## config.mk

```make
export PLATFORM = sky130hd
export DESIGN_NAME = shrot_unit
export DESIGN_NICKNAME = d
export VERILOG_FILES = /design/src/rtl/shrot_pkg.sv /design/src/rtl/shrot_shift_path.sv /design/src/rtl/shrot_flag_gen.sv /design/src/rtl/shrot_unit.sv
export SDC_FILE = /design/constraint.sdc
export NUM_CORES = 1
export LEC_CHECK = 0
export BUFFER_PORTS_ARGS = -buffer_cell sky130_fd_sc_hd__buf_2
export CORE_ASPECT_RATIO = 1.1
export CORE_MARGIN = 1
export CORE_UTILIZATION = 44
export DETAILED_ROUTE_END_ITERATION = 12
export PLACE_DENSITY = 0.76
export SYNTH_ARGS = -nofsm -noshare
export SYNTH_HDL_FRONTEND = slang
export SYNTH_SLANG_ARGS = --single-unit
```

## constraint.sdc

```tcl
create_clock -name clk -period 0.8 [get_ports clk]
set_clock_uncertainty 0.1 [all_clocks]
set_input_delay 0.12 -clock clk [delete_from_list [all_inputs] [get_ports clk]]
set_output_delay 0.12 -clock clk [all_outputs]
set_load 0.01 [all_outputs]
```

## src/rtl/shrot_pkg.sv

```systemverilog
package shrot_pkg;

    typedef enum logic [2:0] {
        OP_ASL = 3'd0,
        OP_LSL = 3'd1,
        OP_ASR = 3'd2,
        OP_LSR = 3'd3,
        OP_ROL = 3'd4,
        OP_ROR = 3'd5,
        OP_RCL = 3'd6,
        OP_RCR = 3'd7
    } shrot_op_e;

    typedef struct packed {
        logic n;
        logic z;
        logic v;
        logic c;
    } shrot_flags_t;

    function automatic logic op_is_left(input shrot_op_e op);
        return (op == OP_ASL) || (op == OP_LSL) || (op == OP_ROL) || (op == OP_RCL);
    endfunction

endpackage

```

## src/rtl/shrot_shift_path.sv

```systemverilog
module shrot_shift_path
    import shrot_pkg::*;
#(
    parameter int BASE_W    = 8,
    parameter int NUM_LANES = 3,
    localparam int DATA_W   = BASE_W << (NUM_LANES - 1),
    localparam int SEL_W    = $clog2(NUM_LANES)
) (
    input  logic [DATA_W-1:0] operand,
    input  logic [SEL_W-1:0]  lane_idx,
    input  shrot_op_e         op,
    input  logic              carry_in,
    output logic [DATA_W-1:0] result,
    output logic              carry_out,
    output logic              old_msb,
    output logic              old_nmsb
);

    logic [DATA_W-1:0] lane_res [NUM_LANES];
    logic [NUM_LANES-1:0] lane_msb;
    logic [NUM_LANES-1:0] lane_nmsb;
    logic go_left;
    logic fill_lo;
    logic fill_hi;

    assign go_left = op_is_left(op);

    generate
        for (genvar g = 0; g < NUM_LANES; g++) begin : g_lane
            localparam int W = BASE_W << g;
            assign lane_msb[g]  = operand[W-1];
            assign lane_nmsb[g] = operand[W-2];
            if (W == DATA_W) begin : g_full
                assign lane_res[g] = go_left ? {operand[W-2:0], fill_lo}
                                             : {fill_hi, operand[W-1:1]};
            end else begin : g_part
                assign lane_res[g] = go_left ? {operand[DATA_W-1:W], operand[W-2:0], fill_lo}
                                             : {operand[DATA_W-1:W], fill_hi, operand[W-1:1]};
            end
        end
    endgenerate

    assign old_msb  = lane_msb[lane_idx];
    assign old_nmsb = lane_nmsb[lane_idx];

    always_comb begin
        fill_lo = 1'b0;
        fill_hi = 1'b0;
        case (op)
            OP_ROL:  fill_lo = old_msb;
            OP_RCL:  fill_lo = carry_in;
            OP_ASR:  fill_hi = old_msb;
            OP_ROR:  fill_hi = operand[0];
            OP_RCR:  fill_hi = carry_in;
            default: begin
                fill_lo = 1'b0;
                fill_hi = 1'b0;
            end
        endcase
    end

    assign carry_out = go_left ? old_msb : operand[0];
    assign result    = lane_res[lane_idx];

endmodule

```

## src/rtl/shrot_flag_gen.sv

```systemverilog
module shrot_flag_gen
    import shrot_pkg::*;
#(
    parameter int BASE_W    = 8,
    parameter int NUM_LANES = 3,
    localparam int DATA_W   = BASE_W << (NUM_LANES - 1),
    localparam int SEL_W    = $clog2(NUM_LANES)
) (
    input  logic [DATA_W-1:0] result,
    input  logic [SEL_W-1:0]  lane_idx,
    input  shrot_op_e         op,
    input  logic              old_msb,
    input  logic              old_nmsb,
    input  logic              carry_out,
    output shrot_flags_t      flags
);

    logic [NUM_LANES-1:0] res_msb;
    logic [NUM_LANES-1:0] res_zero;

    generate
        for (genvar g = 0; g < NUM_LANES; g++) begin : g_tap
            localparam int W = BASE_W << g;
            assign res_msb[g]  = result[W-1];
            assign res_zero[g] = ~|result[W-1:0];
        end
    endgenerate

    always_comb begin
        flags.n = res_msb[lane_idx];
        flags.z = res_zero[lane_idx];
        flags.v = (op == OP_ASL) && (old_msb != old_nmsb);
        flags.c = carry_out;
    end

endmodule

```

## src/rtl/shrot_unit.sv

```systemverilog
module shrot_unit
    import shrot_pkg::*;
#(
    parameter int BASE_W    = 8,
    parameter int NUM_LANES = 3,
    localparam int DATA_W   = BASE_W << (NUM_LANES - 1),
    localparam int SEL_W    = $clog2(NUM_LANES)
) (
    input  logic              clk,
    input  logic              rst_n,
    input  logic [DATA_W-1:0] operand,
    input  logic [SEL_W-1:0]  size_sel,
    input  logic [2:0]        op_sel,
    input  logic              carry_in,
    output logic [DATA_W-1:0] result,
    output logic              flag_n,
    output logic              flag_z,
    output logic              flag_v,
    output logic              flag_c
);

    typedef struct packed {
        logic [DATA_W-1:0] res;
        shrot_flags_t      flg;
    } out_t;

    out_t              out_d, out_q;
    logic              seen_d, seen_q;
    logic [SEL_W-1:0]  lane_idx;
    shrot_op_e         op;
    logic [DATA_W-1:0] path_res;
    logic              path_c;
    logic              tap_msb;
    logic              tap_nmsb;
    shrot_flags_t      path_flags;

    assign op = shrot_op_e'(op_sel);

    always_comb begin
        if (int'(size_sel) >= NUM_LANES) lane_idx = SEL_W'(NUM_LANES - 1);
        else                             lane_idx = size_sel;
    end

    shrot_shift_path #(.BASE_W(BASE_W), .NUM_LANES(NUM_LANES)) path_i (
        .operand   (operand),
        .lane_idx  (lane_idx),
        .op        (op),
        .carry_in  (carry_in),
        .result    (path_res),
        .carry_out (path_c),
        .old_msb   (tap_msb),
        .old_nmsb  (tap_nmsb)
    );

    shrot_flag_gen #(.BASE_W(BASE_W), .NUM_LANES(NUM_LANES)) flags_i (
        .result    (path_res),
        .lane_idx  (lane_idx),
        .op        (op),
        .old_msb   (tap_msb),
        .old_nmsb  (tap_nmsb),
        .carry_out (path_c),
        .flags     (path_flags)
    );

    always_comb begin
        out_d.res = path_res;
        out_d.flg = path_flags;
        seen_d    = 1'b1;
    end

    always_ff @(posedge clk or negedge rst_n) begin
        if (!rst_n) begin
            out_q  <= '0;
            seen_q <= 1'b0;
        end else begin
            out_q  <= out_d;
            seen_q <= seen_d;
        end
    end

    assign result = out_q.res;
    assign flag_n = out_q.flg.n;
    assign flag_z = out_q.flg.z;
    assign flag_v = out_q.flg.v;
    assign flag_c = out_q.flg.c;

    assert_reset_clear_R1: assert property (@(posedge clk)
        !rst_n |=> (result == '0 && !flag_n && !flag_z && !flag_v && !flag_c));

    assert_upper_hold_R2: assert property (@(posedge clk) disable iff (!rst_n || !seen_q)
        ($past(size_sel) == '0) |-> (result[DATA_W-1:BASE_W] == $past(operand[DATA_W-1:BASE_W])));

    assert_left_fill_R3: assert property (@(posedge clk) disable iff (!rst_n || !seen_q)
        ($past(op) == OP_ASL || $past(op) == OP_LSL) |-> (!result[0] && flag_c == $past(tap_msb)));

    assert_asr_sign_R5: assert property (@(posedge clk) disable iff (!rst_n || !seen_q)
        ($past(op) == OP_ASR) |-> (flag_n == $past(tap_msb)));

    assert_rol_wrap_R6: assert property (@(posedge clk) disable iff (!rst_n || !seen_q)
        ($past(op) == OP_ROL) |-> (result[0] == flag_c));

    assert_ror_wrap_R7: assert property (@(posedge clk) disable iff (!rst_n || !seen_q)
        ($past(op) == OP_ROR) |-> (flag_n == flag_c));

    assert_v_clear_R10: assert property (@(posedge clk) disable iff (!rst_n || !seen_q)
        ($past(op) != OP_ASL) |-> !flag_v);

endmodule

```

==> metrics.txt, run 1 <==
Tmin final=1.50 ns; commonest cells in the netlist=65 x nand2_1, 36 x dfrtp_1, 26 x nor2_1; max_cap viols=0; gpl congestion=between 0.8 and 0.9; fraction of synthesized area in multiplexers=approximately 4.3%; area growth from synthesis to final layout=62.4%; Yosys top cell area share=approximately 46%; failing checks=hold timing, setup timing; io pins=76; Netlist cell types=37; ant diodes=0; Tcrit/Tclk final=188%; dominant cell type by area after synthesis=dfrtp_1; vias in the first global route=1944; yosys warns=0; die width=65.4 um; Setup WS pre-CTS=-1.05 ns; CP required=0.90 ns; CORE AREA=around 4300 um^2; Setup Crit Path Kind=primary input to flip-flop; main combinational cell family by area after synthesis=simple AND/OR/NAND/NOR gates; max-slew violations=0; First DRT Iteration DRCs=roughly 160; CTS tree=yes; Adder-Cell Fraction of Synth Area=0%; Synth Area in XOR/XNOR=0.450%; setup TNS=-12.70 ns; initial core utilization=45.5%; input/output buffers=75; Post-synth EDFFs=0; Synth Area in Simple Gates=between 20% and 30%; Post-Route WL=approximately 6400 um; RSZ-0062 raised after global routing=true; Top FF cell, synth=dfrtp_1; 1st-pass router iterations=5; DRC viols=0; Total GRT Usage=25.9%; NumNets Final=398; Routed Antenna Nets=0; PD cells=1580 nW/um^2; die area=4700 um^2; DR vias/cell=around 5.6; Fin. Hold Viols=1; share of layout cells above drive strength 1=51.4%; Filler Cell Count=272; register area share after synthesis=46.2%; CTS clk-pin slew, worst paths=about 0.080 ns; max_slew headroom=around three quarters; Worst Tran Pin Value=0.342 ns; synth top area cells=dfrtp_1 46%, nand2_1 13%, a31oi_1 7.1%; crit-path max FO=7; status=finished with violations; final setup vio count=70; CP arrival=around 1.6 ns; Mean Syn Cell Area=between 8 and 9 um^2; LEAKAGE=about 1.5 nW; setup slack after layout=-0.700 ns; num rows=25; wire per inst=15.6 um; FF/Latch Area=901 um^2; CP Launch Type=primary input; Longest Clk Path Bufs=2; DP HPWL=3950 um; Hold WC Path Type=primary input to flip-flop; clk root buf=clkbuf_8; vias=between 2k and 2.5k; compound-cell area share of the yosys netlist=~16%; CTS H-tree lvls=2; largest net degree at the start of global routing=37; hold-fix buffers at CTS=1; die height=just over 70 um; clk sinks=36; most common cell in the netlist=nand2_1; critical path endpoint category=flip-flop; total grt overflow=0; ys async rst share=100%; Num CTS Buffers=5; Mapped Cells=around 230; Fmax=~0.67 GHz; first-pass GRT wire length=roughly 9000 um; initial antenna violation count=0; VDD IR max=0.853 mV; #FFs+latches synth=36; worst hold slack=-0.0950 ns; area of the multi-input gates=~1100 um^2; Net Count, Synth=272; synthesized area=about 1900 um^2
==> report_power, final <==
part           internal, W  total [W]  switching [W]
logic             0.000739    0.00156       0.000818
clock network     0.000767    0.00142       0.000654
registers          0.00199    0.00203      0.0000375
total              0.00350    0.00501        0.00151
==> area by class of cell <==
class,instances,area share (%)
timing repair buffer,134,29.7
clock buffer,7,3.05
multi-input combinational,178,36.3
inverter,3,0.356
sequential,36,28.5
tap,54,2.14
==> what timing repair did <==
action,4_1_cts,5_1_grt
buffers inserted,5,2
endpoints found under the hold margin,37,1
endpoints found under the setup margin,72,71
pin swaps,9,10
gates cloned,1,0
gates resized for setup,25,34
==> worst max-delay path: stages <==
cell and delay (ns):
buf_12 0.11, mux2_4 0.37, nor4_4 0.30, nor3_2 0.09, nor4_2 0.28, a2bb2oi_1 0.12
a211oi_2 0.21
==> path summary, 6_finish.rpt <==
| path | from | endpoint | cells after the start |
|---|---|---|---|
| setup / recovery | op_sel[2] | flag_z | 7 |
| hold / removal | op_sel[2] | flag_v | 2 |
| max in group asynchronous | rst_n | result[14] | 3 |
| min in group asynchronous | rst_n | result[15] | 3 |
==> layer usage <==
metal | vias to the layer above | share of wire, % | GRT usage [%]
met5 | - | 0 | 0
li1 | 1069 | - | -
met1 | 1092 | 41 | 33.9
met2 | 117 | 49 | 42.4
met4 | 0 | 2.7 | 11.1
met3 | 18 | 7.5 | 3.66
==> logic make-up after synthesis <==
logic type | Yosys count
buffers and inverters | 19
DFF | 36
and+or+nand+nor | 123
AOI/OAI and AO/OA | 47
xor gates and xnor gates | 1
muxes | 6
==> state kept, by name, indices dropped and copies added, names as in the netlist <==
register  flops
flag_c        1
result       32
flag_z        1
flag_v        1
flag_n        1
==> placed cells by master (no fill, tap or decap), drive strengths merged, types with 2 or more instances in the layout <==
cell,n
mux2,4
a21oi,6
clkbuf,7
nand2,65
nand2b,2
a31oi,22
nand3b,2
inv,3
dfrtp,36
nor3,10
nor2,26
mux2i,3
o21ai,8
buf,133
o31ai,2
nor4,13
==> per-stage QoR <==
stage | hold WS, ns | util (%) | power, W | cells | cell area (um^2)
after floorplan | -0.276 | - | 0.00271 | 232 | 2040
after global placement | -0.00709 | 64.1 | 0.00333 | 398 | 2750
final | -0.0950 | 73.8 | 0.00501 | 412 | 3160
after detailed placement | -0.00239 | 64.1 | 0.00335 | 398 | 2750
after global routing | -0.0816 | 73.8 | 0.00522 | 412 | 3160
after CTS | -0.0927 | 70.3 | 0.00487 | 411 | 3010
Note: power is estimated with default switching activity, not from simulation.
==> run 2: changes to the inputs <==
Settings changed: ABC_AREA from default to 1, CORE_MARGIN 1 to default.
==> metrics.txt, run 2 <==
first-pass GRT wire length=10700 um (+15%); Fmax=0.683 GHz (+2.5%); input/output buffers=75 (unchanged); area growth from synthesis to final layout=81.4%; Net Count, Synth=319 (+17%); Hold WC Path Type=primary input to flip-flop; dpl cells=455 (+14%); Setup WS pre-CTS=-0.820 ns (+0.228 ns); Netlist cell types=26 (-30%); Design Power=0.00565 W (+13%); num rows=25 (unchanged); logic gate share of total power=35.9% (+4.8 points); clk sinks=36 (unchanged); die width=66.4 um (+1.5%); Top FF cell, synth=dfrtp_1; Routed Antenna Nets=0 (unchanged); largest net degree at the start of global routing=37 (unchanged); vias in the first global route=2283 (+17%); Post-Route WL=9080 um (+41%); synthesized area=2010 um^2 (+3.1%); io pins=76 (unchanged); hold path start=size_sel[1]; switching pwr=0.00181 W (+20%); wire per inst=18.8 um (+20%); gpl congestion=0.948 (+8.4%); Worst Tran Pin Value=0.357 ns (+0.0142 ns); Most Frequent Cell on Critical Path=nand2_1; slowest CP cell=nand2_8; dominant cell type by area after synthesis=dfrtp_1; VDD IR max=1.21 mV (+42%); final setup vio count=68 (-2.9%); initial core utilization=46.2% (+0.73 points); Finished Layout Cells=484 (+17%); RSZ-0062 raised after global routing=true; #FFs+latches synth=36 (unchanged); Post-synth EDFFs=0 (unchanged); clk root buf=clkbuf_8; register area share after synthesis=44.9% (-1.4 points); CP arrival=1.59 ns (about the same); die height=72.9 um (+1.5%); die area=4840 um^2 (+3.0%); DRC viols=0 (unchanged); worst hold endpoint=result[31]; CTS H-tree lvls=2 (unchanged); CP Launch Type=primary input; Num CTS Buffers=5 (unchanged); crit-path max FO=7 (unchanged); total grt overflow=0 (unchanged); Cell Int Power=0.00384 W (+9.8%); most frequent cells in the layout=68 x nand2_1, 68 x buf_2, 64 x buf_4; FF/Latch Area=901 um^2 (unchanged); Total GRT Usage=29.3% (+3.4 points); ys async rst share=100% (unchanged); max_cap viols=0 (unchanged); status=finished with violations; max_slew headroom=76.0% (-0.97 points); max-slew violations=0 (unchanged); CP required=0.92 ns (+0.02 ns); most common cell in the netlist=nand2_1; synth top area cells=dfrtp_1 45%, nand2_1 16%, nand3_1 11%; failing checks=setup timing; critical path, cell by cell=buf_12 > nand2_8 > buf_6 > nand3_1 > nand3_1 > nand2_1 > nor2_1 > nand2_1 > nor2_1 > nand2_1 > nand2_1 > nand2_1 > nor2_1; Setup Crit Path Kind=primary input to flip-flop; CTS clk-pin slew, worst paths=0.08 ns (about the same); Yosys top cell area share=44.9% (-1.4 points); First DRT Iteration DRCs=377 (+140%); critical path's top delay family=simple AND/OR/NAND/NOR gates; critical path endpoint category=flip-flop; area of the multi-input gates=1290 um^2 (+12%); share of layout cells above drive strength 1=58.4% (+7.0 points); NumNets Final=469 (+18%); 1st-pass router iterations=7 (+2); Reg power frac=36.1% (-4.4 points); Sw Ratio=32.1% (+1.9 points); Tmin final=1.46 ns (-0.0368 ns); LEAKAGE=1.96 nW (+30%); clock power share=28.1% (-0.3 points); Mean Syn Cell Area=7.20 um^2 (-14%); Longest Clk Path Bufs=2 (unchanged); DR vias/cell=5.75 (+3.1%); ant diodes=0 (unchanged); Largest register FFs=32 (unchanged); crit path buf inv count=2 (+1); setup slack after layout=-0.664 ns (+0.0368 ns); PD cells=1550 nW/um^2 (-1.9%); vias=2781 (+21%); Mapped Cells=279 (+20%); yosys warns=0 (unchanged); initial antenna violation count=0 (unchanged); DP HPWL=3900 um (-1.4%); CTS tree=yes; Filler Cell Count=242 (-11%); Fin. Hold Viols=0 (-1); Tcrit/Tclk final=183% (-4.6 points); CORE AREA=4350 um^2 (+1.5%); commonest cells in the netlist=88 x nand2_1, 46 x nand3_1, 38 x inv_1; Hold Path Depth=3 (+1); CP max stage delay=0.16 ns (-0.21 ns)
[run 2: changes by cell type in the layout (fill, tap and decap cells not counted), sizes merged, moves of 12 or more]
cell / delta
nand3: +46
inv: +38
buf: +15
nor4: -12
nand2: +31
a31oi: -22
[run 2: cells by family after synthesis]
logic type | after synthesis | synth area share, %
AO/OA/AOI/OAI | 22 | 6.42
XOR/XNOR | 1 | 0.436
buffers and inverters | 53 | 11.7
flip-flops | 36 | 44.9
AND/OR/NAND/NOR | 167 | 36.6
[run 2: worst max path at each step]
stage               slack, ns   startpoint  cells past startpoint  endpoint
floorplan               -0.41  size_sel[1]                     10    flag_z
global placement        -0.81    op_sel[2]                     14    flag_z
detailed placement      -0.82    op_sel[2]                     14    flag_z
CTS                     -0.36    op_sel[2]                     13    flag_z
global route            -0.67    op_sel[2]                     13    flag_z
finish                  -0.66    op_sel[2]                     13    flag_z
[run 2: per-stage QoR]
stage / utilization (%) / hold WS, ns / cell area, um^2 / TNS [ns]
2_1_floorplan: - / -0.276 / 2130 / -2.83
3_3_place_gp: 67.5 / -0.00931 / 2930 / -17.05
3_5_place_dp: 67.5 / -0.00102 / 2930 / -17.71
4_1_cts: 75.7 / -0.0477 / 3290 / -9.93
5_1_grt: 83.8 / 0.0262 / 3640 / -13.90
6_report: 83.8 / 0.0357 / 3640 / -12.19
[run 2: routing by layer]
layer / GRT usage [%] / part of all wire (%)
met2: 50.1 / 47
met3: 6.25 / 10
met5: 0 / 0
met1: 34.8 / 37
met4: 13.5 / 5.6
[run 2: cell type report]
class | count | area share (%)
Clock inverter | 2 | 0.962
Sequential cell | 36 | 24.7
Tap cell | 54 | 1.86
Inverter | 41 | 4.88
Multi-Input combinational cell | 195 | 35.4
Timing Repair Buffer | 150 | 30.2
Clock buffer | 6 | 1.99
[run 2: repair_timing]
| item | CTS | global route |
|---|---|---|
| setup endpoints to repair | 71 | 67 |
| hold buffers | 1 | 0 |
| setup buffers | 6 | 9 |
| resized for setup | 43 | 60 |
| gates cloned | 3 | 4 |
| hold endpoints to repair | 37 | 0 |
| pin swaps | 17 | 36 |
[run 2: worst min-delay path: stages]
cell	delay, ns
clkbuf_16	0.11
buf_4	0.10
o21ai_2	0.05
[run 2: power groups by stage]
stage               Combinational (W)  Clock, W  Sequential [W]
floorplan                    0.000606         0         0.00217
global placement              0.00141         0         0.00206
detailed placement            0.00145         0         0.00206
CTS                           0.00163   0.00158         0.00203
global route                  0.00215   0.00167         0.00205
finish                        0.00203   0.00159         0.00204
==> run 3: changes to the inputs <==
Settings changed: CELL_PAD_IN_SITES_DETAIL_PLACEMENT from default to 0, CELL_PAD_IN_SITES_GLOBAL_PLACEMENT from default to 1, CORE_UTILIZATION 44 to 31, CTS_CLUSTER_DIAMETER from default to 50, PLACE_DENSITY 0.76 to default, PLACE_DENSITY_LB_ADDON from default to 0.1, SYNTH_HIERARCHICAL from default to 1.
==> metrics.txt, run 3 <==
CTS tree=yes; gpl congestion=0.803 (-15%); slowest CP cell=o21ai_0; most common cell in the netlist=inv_1; die width=78.5 um (+18%); Post-synth EDFFs=0 (unchanged); most frequent cells in the layout=71 x buf_2, 59 x buf_4, 36 x dfrtp_1; RSZ-0062 raised after global routing=true; area of the multi-input gates=1200 um^2 (-7.2%); Yosys top cell area share=45.1% (+0.25 points); input/output buffers=75 (unchanged); vias=2242 (-19%); Setup WS pre-CTS=-0.937 ns (-0.117 ns); LEAKAGE=1.85 nW (-5.4%); dominant cell type by area after synthesis=dfrtp_1; ys async rst share=100% (unchanged); Hold WC Path Type=primary input to flip-flop; synth top area cells=dfrtp_1 45%, inv_1 7.3%, nor2_1 6.6%; setup TNS=-14.19 ns (-2.00 ns); Fmax=0.742 GHz (+8.6%); Placement Cell Area=3050 um^2 (+3.9%); share of layout cells above drive strength 1=59.9% (+1.5 points); DP HPWL=4370 um (+12%); status=finished with violations; Net Count, Synth=296 (-7.2%); num rows=30 (+20%); FF/Latch Area=901 um^2 (unchanged); hold-fix buffers at CTS=1 (unchanged); max_cap viols=0 (unchanged); Total GRT Usage=19.5% (-9.8 points); Longest Clk Path Bufs=2 (unchanged); setup slack after layout=-0.548 ns (+0.116 ns); largest net degree at the start of global routing=37 (unchanged); CP max stage delay=0.25 ns (+0.09 ns); register area share after synthesis=45.1% (+0.25 points); synthesized area=2000 um^2 (-0.56%); Fin. Hold Viols=1 (+1); initial antenna violation count=0 (unchanged); final setup vio count=72 (+5.9%); CTS H-tree lvls=2 (unchanged); yosys warns=6 (+6); io pins=76 (unchanged); critical path endpoint category=flip-flop; Post-Route WL=6090 um (-33%); CTS clk-pin slew, worst paths=0.07 ns (about the same); Num CTS Buffers=5 (unchanged); Setup Crit Path Kind=primary input to flip-flop; commonest cells in the netlist=39 x inv_1, 36 x dfrtp_1, 35 x nor2_1; total grt overflow=0 (unchanged); Tcrit/Tclk final=168% (-14 points); ant diodes=0 (unchanged); crit-path max FO=16 (+9); Netlist cell types=28 (+7.7%); max_slew headroom=81.0% (+5.0 points); Routed Antenna Nets=0 (unchanged); worst hold slack=-0.0779 ns (-0.114 ns); first-pass GRT wire length=10300 um (-3.4%); #FFs+latches synth=36 (unchanged); vias in the first global route=2330 (+2.1%); clk root buf=clkbuf_8; initial core utilization=32.2% (-14 points); crit path buf inv count=3 (+1); Mapped Cells=256 (-8.2%); VDD IR max=0.740 mV (-39%); most common cell after layout, fill and taps aside=buf_2; CP arrival=1.48 ns (-0.11 ns); CORE AREA=6190 um^2 (+42%); First DRT Iteration DRCs=61 (-84%); clk sinks=36 (unchanged); die height=86.2 um (+18%); failing checks=hold timing, setup timing; Worst Tran Pin Value=0.282 ns (-0.0746 ns); critical path, cell by cell=buf_2 > nand2_4 > nand2_8 > buf_8 > o21ai_0 > o22ai_2 > nor2_2 > nand2_1 > nor2_1 > nor2_1 > nor2_2 > nand2_1 > inv_1; Design Power=0.00522 W (-7.7%); Top FF cell, synth=dfrtp_1; Mean Syn Cell Area=7.80 um^2 (+8.4%); Largest register FFs=32 (unchanged); area growth from synthesis to final layout=83.5%; NumNets Final=448 (-4.5%); CP required=0.93 ns (about the same); design area=3660 um^2 (+0.62%); critical path's top delay family=simple AND/OR/NAND/NOR gates; 1st-pass router iterations=6 (-1); Tmin final=1.35 ns (-0.116 ns); DR vias/cell=4.61 (-20%); CP Launch Type=primary input; max-slew violations=0 (unchanged); DRC viols=0 (unchanged); wire per inst=12.5 um (-33%); Filler Cell Count=586 (+140%); PD cells=1420 nW/um^2 (-8.2%); die area=6770 um^2 (+40%)
==> run 3: changes by cell type in the layout (fill, tap and decap cells not counted), sizes merged, moves of 2 or more <==
cell	change
o21ai	+25
nand3	-39
nand2	-58
a211oi	+4
or2	-7
nor2	+22
buf	+8
clkbuf	-2
a21oi	+15
o22ai	+8
==> run 3: worst paths after layout <==
check / cells past startpoint / to / from / slack, ns
setup / recovery: 13 / flag_z / op_sel[0] / -0.55
hold / removal: 2 / flag_v / op_sel[2] / -0.08
max in group asynchronous: 3 / result[12] / rst_n / 0.19
min in group asynchronous: 3 / result[27] / rst_n / 0.22
==> run 3: per-stage QoR <==
step	std cells	hold WS (ns)	util, %
2_1_floorplan	256	-0.276	-
3_3_place_gp	465	-0.00112	49.2
3_5_place_dp	465	0.000723	49.2
4_1_cts	484	-0.0789	57.6
5_1_grt	486	-0.0897	59.2
6_report	486	-0.0779	59.2
==> run 3: final cells by class <==
cell class | count | area share [%]
Multi-Input combinational cell | 165 | 32.6
Timing Repair Buffer | 157 | 32.3
Sequential cell | 36 | 24.6
Inverter | 43 | 5.84
Tap cell | 80 | 2.73
Clock buffer | 5 | 1.88
==> run 3: timing repair <==
action / 4_1_cts / 5_1_grt
setup buffers: 18 / 3
gates resized for setup: 81 / 19
endpoints found under the setup margin: 72 / 72
cloned: 1 / 0
pin swaps: 36 / 15
endpoints found under the hold margin: 37 / 1
==> run 3: power by group <==
group / leakage (nW) / internal, W / total (W) / switching [W]
sequential: 0.436 / 0.00200 / 0.00204 / 0.0000386
combinational: 1.38 / 0.00102 / 0.00203 / 0.00101
clock: 0.0359 / 0.000561 / 0.00115 / 0.000592
==> run 3: cell families after synthesis <==
kind of cell	share of synthesized area, %
flip-flops	45.1
buffers and inverters	13.4
AND/OR/NAND/NOR	19.6
AO/OA/AOI/OAI	21.4
XOR/XNOR	0.439
==> run 3: layer usage <==
metal / up-vias / share of wire, % / track usage (%)
met5: - / 0 / 0
met4: 0 / 1.6 / 6.57
met2: 50 / 54 / 36.2
met1: 1055 / 41 / 21.9
met3: 9 / 3.6 / 4.11
li1: 1128 / - / -
